### config.mk
export PLATFORM = sky130hd
export DESIGN_NAME = ctrlreg_guard
export DESIGN_NICKNAME = d
export VERILOG_FILES = /design/src/rtl/ctrlreg_guard_pkg.sv /design/src/rtl/ctrlreg_guard_ctrl.sv /design/src/rtl/ctrlreg_guard_dp.sv /design/src/rtl/ctrlreg_guard.sv
export SDC_FILE = /design/constraint.sdc
export NUM_CORES = 1
export LEC_CHECK = 0
export BUFFER_PORTS_ARGS = -buffer_cell sky130_fd_sc_hd__buf_2
export CAP_MARGIN = 30
export CORE_UTILIZATION = 59
export CTS_BUF_LIST = sky130_fd_sc_hd__clkbuf_8
export CTS_CLUSTER_SIZE = 30
export DETAILED_ROUTE_END_ITERATION = 12
export PLACE_DENSITY = 0.86
export SYNTH_ARGS = -nofsm -noshare
export SYNTH_HDL_FRONTEND = slang
export SYNTH_HIERARCHICAL = 1
export SYNTH_SLANG_ARGS = --single-unit
### constraint.sdc
create_clock -name clk -period 3.35 [get_ports clk]
set_input_delay 0.1675 -clock clk [delete_from_list [all_inputs] [get_ports clk]]
set_output_delay 0.1675 -clock clk [all_outputs]
set_load 0.01 [all_outputs]
### src/rtl/ctrlreg_guard_pkg.sv
package ctrlreg_guard_pkg;

  typedef enum logic {
    PH_BEFORE = 1'b0,
    PH_AFTER  = 1'b1
  } walkPhase_e;

  typedef enum logic [2:0] {
    ST_IDLE,
    ST_PREWALK,
    ST_LAUNCH,
    ST_RUN,
    ST_POSTWALK
  } guardState_e;

  // Strobes from the sequencer to the register datapath
  typedef struct packed {
    logic       walkOn;   // compare the register at the walk pointer
    walkPhase_e phase;    // which walk is in progress
    logic       opStart;  // a new operation is accepted
    logic       opEnd;    // last compare of the after-walk
  } walkStrobe_t;

endpackage

### src/rtl/ctrlreg_guard_ctrl.sv
module ctrlreg_guard_ctrl
  import ctrlreg_guard_pkg::*;
#(
  parameter int NUM_REGS = 8,
  localparam int IDX_W = $clog2(NUM_REGS)
) (
  input  logic             clk,
  input  logic             rstN,
  input  logic             opReq,
  input  logic             opDone,
  output logic             opGo,
  output logic [IDX_W-1:0] walkIdx,
  output walkStrobe_t      strobe
);

  localparam logic [IDX_W-1:0] LAST_IDX = IDX_W'(NUM_REGS - 1);

  guardState_e state;
  logic        atLast;

  assign atLast = (walkIdx == LAST_IDX);

  always_ff @(posedge clk or negedge rstN) begin
    if (!rstN) begin
      state   <= ST_IDLE;
      walkIdx <= '0;
    end else begin
      unique case (state)
        ST_IDLE: if (opReq) begin
          state   <= ST_PREWALK;
          walkIdx <= '0;
        end
        ST_PREWALK: if (atLast) state <= ST_LAUNCH;
                    else walkIdx <= walkIdx + 1'b1;
        ST_LAUNCH:  state <= ST_RUN;
        ST_RUN: if (opDone) begin
          state   <= ST_POSTWALK;
          walkIdx <= '0;
        end
        ST_POSTWALK: if (atLast) state <= ST_IDLE;
                     else walkIdx <= walkIdx + 1'b1;
        default: state <= ST_IDLE;
      endcase
    end
  end

  always_comb begin
    strobe.walkOn  = (state == ST_PREWALK) || (state == ST_POSTWALK);
    strobe.phase   = (state == ST_POSTWALK) ? PH_AFTER : PH_BEFORE;
    strobe.opStart = (state == ST_IDLE) && opReq;
    strobe.opEnd   = (state == ST_POSTWALK) && atLast;
    opGo           = (state == ST_LAUNCH);
  end

  // the release is a single-cycle pulse
  assert_go_single_R3: assert property (@(posedge clk) disable iff (!rstN)
    opGo |=> !opGo);

  // the walk pointer advances by one per cycle in ascending order
  assert_walk_ascend_R3: assert property (@(posedge clk) disable iff (!rstN)
    (strobe.walkOn && !atLast) |=> (walkIdx == $past(walkIdx) + 1'b1));

  // the release always follows the final compare of the before-walk
  assert_go_after_walk_R3: assert property (@(posedge clk) disable iff (!rstN)
    (strobe.walkOn && strobe.phase == PH_BEFORE && atLast) |=> opGo);

endmodule

### src/rtl/ctrlreg_guard_dp.sv
module ctrlreg_guard_dp
  import ctrlreg_guard_pkg::*;
#(
  parameter int NUM_REGS = 8,
  parameter int REG_W    = 16,
  parameter int CNT_W    = 4,
  localparam int IDX_W = $clog2(NUM_REGS)
) (
  input  logic                      clk,
  input  logic                      rstN,
  input  logic                      wrEn,
  input  logic [IDX_W-1:0]          wrIdx,
  input  logic [REG_W-1:0]          wrData,
  input  logic                      seuInj,
  input  logic [IDX_W-1:0]          seuIdx,
  input  logic [REG_W-1:0]          seuMask,
  input  logic                      ack,
  input  logic [IDX_W-1:0]          walkIdx,
  input  walkStrobe_t               strobe,
  output logic [NUM_REGS*REG_W-1:0] regsOut,
  output logic                      suspect,
  output logic [IDX_W-1:0]          failIdx,
  output logic                      failPhase,
  output logic [CNT_W-1:0]          suspectCnt
);

  localparam logic [CNT_W-1:0] CNT_MAX = '1;

  logic [REG_W-1:0] liveReg   [NUM_REGS];
  logic [REG_W-1:0] shadowReg [NUM_REGS];
  logic             hit;
  logic             opBad;

  for (genvar g = 0; g < NUM_REGS; g++) begin : gBank
    logic wrHere, flipHere;
    assign wrHere   = wrEn && (wrIdx == IDX_W'(g));
    assign flipHere = seuInj && (seuIdx == IDX_W'(g));

    always_ff @(posedge clk or negedge rstN) begin
      if (!rstN) begin
        liveReg[g]   <= '0;
        shadowReg[g] <= '0;
      end else if (wrHere) begin
        liveReg[g]   <= wrData;
        shadowReg[g] <= wrData;
      end else if (flipHere) begin
        liveReg[g]   <= liveReg[g] ^ seuMask;
      end
    end

    assign regsOut[g*REG_W +: REG_W] = liveReg[g];
  end

  assign hit = strobe.walkOn && (liveReg[walkIdx] != shadowReg[walkIdx]);

  // Latched report: the first mismatch since the last ack
  always_ff @(posedge clk or negedge rstN) begin
    if (!rstN) begin
      suspect   <= 1'b0;
      failIdx   <= '0;
      failPhase <= 1'b0;
    end else if (hit && (!suspect || ack)) begin
      suspect   <= 1'b1;
      failIdx   <= walkIdx;
      failPhase <= strobe.phase;
    end else if (ack) begin
      suspect   <= 1'b0;
      failIdx   <= '0;
      failPhase <= 1'b0;
    end
  end

  // Per-operation verdict and saturating tally
  always_ff @(posedge clk or negedge rstN) begin
    if (!rstN) begin
      opBad      <= 1'b0;
      suspectCnt <= '0;
    end else begin
      if (strobe.opStart)  opBad <= 1'b0;
      else if (hit)        opBad <= 1'b1;
      if (strobe.opEnd && (opBad || hit) && suspectCnt != CNT_MAX)
        suspectCnt <= suspectCnt + 1'b1;
    end
  end

  // the tally only ever steps by one
  assert_cnt_step_R9: assert property (@(posedge clk) disable iff (!rstN)
    (suspectCnt != $past(suspectCnt)) |-> (suspectCnt == $past(suspectCnt) + 1'b1));

  // a saturated tally stays saturated
  assert_cnt_sat_R9: assert property (@(posedge clk) disable iff (!rstN)
    (suspectCnt == CNT_MAX) |=> (suspectCnt == CNT_MAX));

  // a latched report holds until acknowledged
  assert_report_hold_R6: assert property (@(posedge clk) disable iff (!rstN)
    (suspect && !ack) |=> (suspect && $stable(failIdx) && $stable(failPhase)));

  // an ack with no concurrent mismatch clears the report
  assert_ack_clear_R7: assert property (@(posedge clk) disable iff (!rstN)
    (ack && !hit) |=> !suspect);

  // the compare never alters the bank
  assert_no_correct_R8: assert property (@(posedge clk) disable iff (!rstN)
    (!wrEn && !seuInj) |=> $stable(regsOut));

endmodule

### src/rtl/ctrlreg_guard.sv
module ctrlreg_guard
  import ctrlreg_guard_pkg::*;
#(
  parameter int NUM_REGS = 8,
  parameter int REG_W    = 16,
  parameter int CNT_W    = 4,
  localparam int IDX_W = $clog2(NUM_REGS)
) (
  input  logic                      clk,
  input  logic                      rstN,
  input  logic                      wrEn,
  input  logic [IDX_W-1:0]          wrIdx,
  input  logic [REG_W-1:0]          wrData,
  input  logic                      seuInj,
  input  logic [IDX_W-1:0]          seuIdx,
  input  logic [REG_W-1:0]          seuMask,
  input  logic                      opReq,
  output logic                      opGo,
  input  logic                      opDone,
  input  logic                      ack,
  output logic [NUM_REGS*REG_W-1:0] regsOut,
  output logic                      suspect,
  output logic [IDX_W-1:0]          failIdx,
  output logic                      failPhase,
  output logic [CNT_W-1:0]          suspectCnt
);

  walkStrobe_t      strobe;
  logic [IDX_W-1:0] walkIdx;

  ctrlreg_guard_ctrl #(.NUM_REGS(NUM_REGS)) uCtrl (
    .clk     (clk),
    .rstN    (rstN),
    .opReq   (opReq),
    .opDone  (opDone),
    .opGo    (opGo),
    .walkIdx (walkIdx),
    .strobe  (strobe)
  );

  ctrlreg_guard_dp #(.NUM_REGS(NUM_REGS), .REG_W(REG_W), .CNT_W(CNT_W)) uDp (
    .clk        (clk),
    .rstN       (rstN),
    .wrEn       (wrEn),
    .wrIdx      (wrIdx),
    .wrData     (wrData),
    .seuInj     (seuInj),
    .seuIdx     (seuIdx),
    .seuMask    (seuMask),
    .ack        (ack),
    .walkIdx    (walkIdx),
    .strobe     (strobe),
    .regsOut    (regsOut),
    .suspect    (suspect),
    .failIdx    (failIdx),
    .failPhase  (failPhase),
    .suspectCnt (suspectCnt)
  );

endmodule

---- After elaboration in Yosys (flattened, before gate mapping) ----
Index checks and enable logic that the tools add are counted.
word-level totals
  register bits after elaboration ......... 272
  bits in latches ......................... 0
  memory bits (writable) .................. 0
  bits in read-only memories .............. 0
  bits of input ports ..................... 45
  output and inout port bits .............. 138
  memories kept ........................... 0
operators by class
  $add $sub $neg .......................... 2
  multipliers ............................. 0
  div/mod/pow operators ................... 0
  $lt $le $gt $ge ......................... 1
  equality and inequality tests ........... 26
  shifts and indexed selects .............. 0
  multiplexer cells ....................... 39
  bitwise logic cells ..................... 9
  reductions and logical operators ........ 43
operators by type and width
  kind                                                       count
  2-to-1 mux 16 bit                                          20
  bitwise XOR 16 bit                                         8
  binary-select mux 16 bit (select 3 bit)                    2
  == test 3 bit (second input constant)                      10
  2-to-1 mux 3 bit                                           9
  logical AND 1 bit                                          22
  nonzero test 2 bit                                         10
  == test 3 x 2 -> 1 bit (second input constant)             6
  != test 16 bit                                             1
  case mux 3 bit (5 select lines)                            1
  == test 3 x 1 -> 1 bit (second input constant)             3
  logical NOT 3 bit                                          3
  case mux 3 bit (3 select lines)                            1
  AND reduction 4 bit                                        2
  2-to-1 mux 1 bit                                           6
  != test 2 bit (second input constant)                      3
  adder 4 x 1 -> 4 bit (second input constant)               1
  greater-or-equal comparator 4 bit (second input constant)  1
  != test 2 x 1 -> 1 bit (second input constant)             2
  != test 4 bit (second input constant)                      1
  inverter 3 -> 4 bit                                        1
  adder 3 x 1 -> 3 bit (second input constant)               1
  logical OR 1 bit                                           3
  nonzero test 3 bit                                         1
  2 further kinds                                            2

---- Longest topological paths before layout ----
  depth after elaboration ................. 9
  gate-level depth with buffers ........... 10
  mapped depth without buffers ............ 8

---- Cells and area by module ----
Netlist, hierarchy kept.
by module, submodules not included
  module              instances  cells an instance  area an instance (um^2)  sequential area each (um^2)
  ctrlreg_guard_dp    1          1369               13220.2                  6656.4
  ctrlreg_guard_ctrl  1          41                 401.6                    150.1

---- Worst setup path after synthesis ----
OpenSTA, ideal clock, no wires.
  kind .................................... flip-flop to flip-flop
  start ................................... register uCtrl.walkIdx[0]
  end ..................................... register uDp.suspectCnt[1]
  setup time .............................. 0.125 ns
  arrival ................................. 2.565 ns
  path slack .............................. 0.660 ns
  cell stages (with the launch flop) ...... 9
  path buffers ............................ 1
  clock period less this slack ............ 2.690 ns
  cell sequence ........................... dfrtp_1 > buf_6 > mux4_2 > xor2_1 > a211o_1 > a2111oi_4 > a31oi_4 > o21ai_4 > mux2_4
between the ends
  word-level cells in the longest chain between the ends .. 9
  elaborated cells between the ends (all ways) .. 14
  those cells by class .................... eq/ne (2); mux (6); bitwise (1); reduce/logical (5)
ends and longest elaborated chain
  item                                                  RTL line                  source
  from (decl)                                           ctrlreg_guard_ctrl.sv:12  output logic [IDX_W-1:0] walkIdx,
  from (signal assigned)                                ctrlreg_guard_ctrl.sv:34  else walkIdx <= walkIdx + 1'b1;
  from (signal assigned)                                ctrlreg_guard_ctrl.sv:41  else walkIdx <= walkIdx + 1'b1;
  inverter 3 -> 4 bit (not written as such)             ctrlreg_guard_dp.sv:54    assign hit = strobe.walkOn && (liveReg[walkIdx] != shadowReg[walkIdx]);
  binary-select mux 16 bit (select 3 bit)               ctrlreg_guard_dp.sv:54
  2-to-1 mux 16 bit (not written as such) (2 in a row)  ctrlreg_guard_dp.sv:54
  != test 16 bit                                        ctrlreg_guard_dp.sv:54
  logical AND 1 bit                                     ctrlreg_guard_dp.sv:54
  logical OR 1 bit                                      ctrlreg_guard_dp.sv:81    if (strobe.opEnd && (opBad || hit) && suspectCnt != CNT_MAX)
  logical AND 1 bit * (2 in a row)                      ctrlreg_guard_dp.sv:81
  to (signal assigned)                                  ctrlreg_guard_dp.sv:82    suspectCnt <= suspectCnt + 1'b1;
  to (decl)                                             ctrlreg_guard_dp.sv:24    output logic [CNT_W-1:0] suspectCnt
Mark *: on every way between the ends. The rest lies on a longest branch, timed or not. The select of a mux whose other input is x is not followed.
A chain may end at the register's enable or synchronous reset.

---- Worst setup path after layout ----
Same ends and word-level chain as after synthesis.

==> impl_results.md <==
* Post-placement setup slack at 0.309 ns
* Routed Antenna Nets at 0
* Cts bufs inserted at 44
* Yosys top cell by area: dfrtp_1
* Syn-to-layout area delta at 16.4%
* Total negative slack at 0 ns
* Max Fclk at 327 MHz
* Number of warnings issued by yosys at 6
* EDFF count, synth at 0
* Mux cell area share after synthesis at 0.0668
* Die height at 154 µm
* Syn nets at 1,458
* Grt met2 use at 0.557
* Main combinational cell family by area after synthesis: simple AND/OR/NAND/NOR gates
* Worst setup EP type: flop
* XOR/XNOR Fraction of Synth Area at 0.147
* Initial DRC Count at 1,619
* Drt first pass iters at 6
* Die ar. at 0.0237 mm²
* Fraction of registers with async set/reset at 1.00
* Comb pwr share at 0.357
* Buffers on Ports at 182
* Post-Route WL at 42,800 µm
* Synth Area in Compound Gates at 0.0716
* Reg2reg path depth at 8
* Avg Inst Size Synth at 9.66 µm²
* Syn Inst Count at 1,410
* Global-route total usage across every layer at 0.367
* Util after Layout at 0.700
* Unrepaired setup endpoints after global routing: false
* Share of the synthesized area in the top cell type at 0.500
* CTS max path bufs at 3
* Seq/Total Area, Yosys at 0.500
* Initial antenna violation count at 2
* Worst-path maximum fanout at 13
* Fin crit share at 0.913
* Tmin final at 3.06 ns
* Dpl hpwl at 29,100 µm
* Final WS setup at 0.290 ns
* Synth Cell Area at 0.0136 mm²
* Startpoint types: flop
* Vias at 11,800
* Core box area at 0.0226 mm²
* # clock sinks at 272
* Placed insts at 1,814
* I/O pin total at 183
* GR Util met3 at 0.0989
* Setup violations, final at 0
* Slew HR at 0.304
* Clk slew on worst S/H paths at 0.06 ns
* Arr. time, crit path at 3.51 ns
* WP data required at 3.80 ns
* Internal power at 0.00794 W
* Worst vdd ir at 368 µV
* Post-synth top cells: nand2_1 (532), dfrtp_1 (272), xor2_1 (184), o21ai_0 (131), xnor2_1 (44)
* TritonCTS clock tree: yes
* Crit Path Category: flop to flop
* Clock share of power at 0.233
* Worst Max-Slew Pin Slew at 1.04 ns
* Maxcap violations at 0
* Clock root buffer: clkbuf_8
* Fin cells at 1,912
* Switching power at 0.00491 W
* Seq cells post-synth at 272
* Min-delay worst type: primary input to flop
* Leak pwr at 7.62 nW
* Global-route wire length before repair at 65,700 µm
* GRT overflow at 0
* Switching part of the total at 0.382
* Pwr Density at 811 mW/mm²
* Top-count cell post-synth: nand2_1
* DR vias/cell at 6.19
* Reg power frac at 0.410
* Max Slew Vio Count at 0
* Unique masters post-synth at 59
* Hold_ws at 0.0860 ns
* Number of global-route vias before repair at 11,600
* Largest net degree at the start of global routing at 122
* Synth area leaders: dfrtp_1 (50%), nand2_1 (15%), xor2_1 (12%)
* Worst Hold Depth at 4
* Die width at 154 µm
* Clk_skew at 0.0253 ns
* Wirelength per Cell at 22.4 µm
* Initial core utilization at 0.602
* Final hold vios at 0
* CTS H-tree depth at 2
* Fraction of layout cells with a size suffix above 1 at 0.208
* Outcome: finished clean
* Post-layout nets at 1,643
* # diodes at 0
* Synthesized-area fraction occupied by adder cells at 0.00276
* Clock latency on the worst-skew pair at 0.56 ns
* Rows at 55
* RePlAce Congestion at 0.968
* DRC at 0
* GRT busiest layer: met2
* Main synth FF type: dfrtp_1
* Post-synthesis simple-gate area fraction at 0.174
* Global-route met1 utilization at 0.479
==> cell usage in the layout (no fill, tap or decap), types with 11 or more instances in the layout <==
cell type and count:
nand2_1 532, dfrtp_1 269, xor2_1 184, buf_2 181, o21ai_0 131, clkbuf_8 60, xnor2_1 44, mux4_2 27
buf_4 22, dlygate4sd3_1 20, inv_1 17, mux2i_1 14, nor2_1 12, nor2_2 11
==> registers in the layout, summed over array words and instances, names as in the netlist <==
register and cells:
uDp/opBad 1, uDp/suspectCnt 4, uDp/shadowReg 128, uDp/suspect 1
uDp/regsOut 128, uCtrl/state 3, uDp/failIdx 3, uCtrl/walkIdx 3
uDp/failPhase 1
==> final cells by class <==
| class | count | area [µm²] |
|---|---|---|
| clock buffer | 60 | 826 |
| clock inverter | 18 | 108 |
| fill | 1490 | 6790 |
| inverter | 7 | 28.8 |
| multi-input combinational | 1040 | 6330 |
| sequential | 272 | 6810 |
| tap | 285 | 357 |
| timing repair buffer | 230 | 1390 |
==> through the flow <==
step / total power (W) / area (µm²)
detailed placement: 0.00969 / 14700
finish: 0.0129 / 15900
CTS: 0.0127 / 15900
global placement: 0.00951 / 14700
floorplan: 0.00798 / 13600
global route: 0.0134 / 15900
==> per-layer routing <==
metal	up-vias	part of all wire
met5	-	0
met4	0	0.059
met3	243	0.12
met2	896	0.45
met1	5726	0.37
li1	4963	-
==> critical path, stage by stage (launching register included) <==
cell	delay, ns
dfrtp_2	0.61
mux4_2	0.56
xor2_1	0.20
nor3_2	0.29
a32oi_1	0.11
nor4_2	0.41
a31oi_4	0.24
o21ai_4	0.21
mux2_4	0.32
==> power by group through the flow <==
stage | sequential [W] | clock [W] | combinational [W]
global placement | 0.00523 | 0 | 0.00429
global route | 0.00535 | 0.00317 | 0.00488
finish | 0.00527 | 0.00300 | 0.00458
detailed placement | 0.00527 | 0 | 0.00442
floorplan | 0.00516 | 0 | 0.00282
CTS | 0.00522 | 0.00301 | 0.00448
==> timing repair <==
action / 4_1_cts / 5_1_grt
endpoints found under the hold margin: 309 / 0
resized for setup: 0 / 0
buffers inserted: 0 / 0
endpoints found under the setup margin: 0 / 0
hold buffers: 20 / 0
==> final timing paths <==
| kind | from | end | slack [ns] |
|---|---|---|---|
| setup / recovery | uCtrl/walkIdx[0]$_DFFE_PN0P_ | uDp/suspectCnt[1]$_DFFE_PN0P_ | 0.29 |
| hold / removal | seuMask[11] | uDp/regsOut[75]$_DFFE_PN0P_ | 0.09 |
| setup reg to reg | uCtrl/walkIdx[0]$_DFFE_PN0P_ | uDp/suspectCnt[1]$_DFFE_PN0P_ | 0.29 |
| hold reg to reg | uDp/shadowReg[90]$_DFFE_PN0P_ | uDp/shadowReg[90]$_DFFE_PN0P_ | 0.48 |
| max in group asynchronous | rstN | uDp/regsOut[73]$_DFFE_PN0P_ | 2.14 |
| min in group asynchronous | rstN | uDp/regsOut[5]$_DFFE_PN0P_ | 0.32 |
==> kinds of logic (layout without fill, tap and decap cells) <==
group	count (synthesis)	after routing
muxes	48	48
DFF	272	272
buffers and inverters	98	315
and+or+nand+nor	597	597
xor gates and xnor gates	228	228
adders and majority gates	3	3
AOI/OAI and AO/OA	164	164
(Power assumes the default switching activity.)
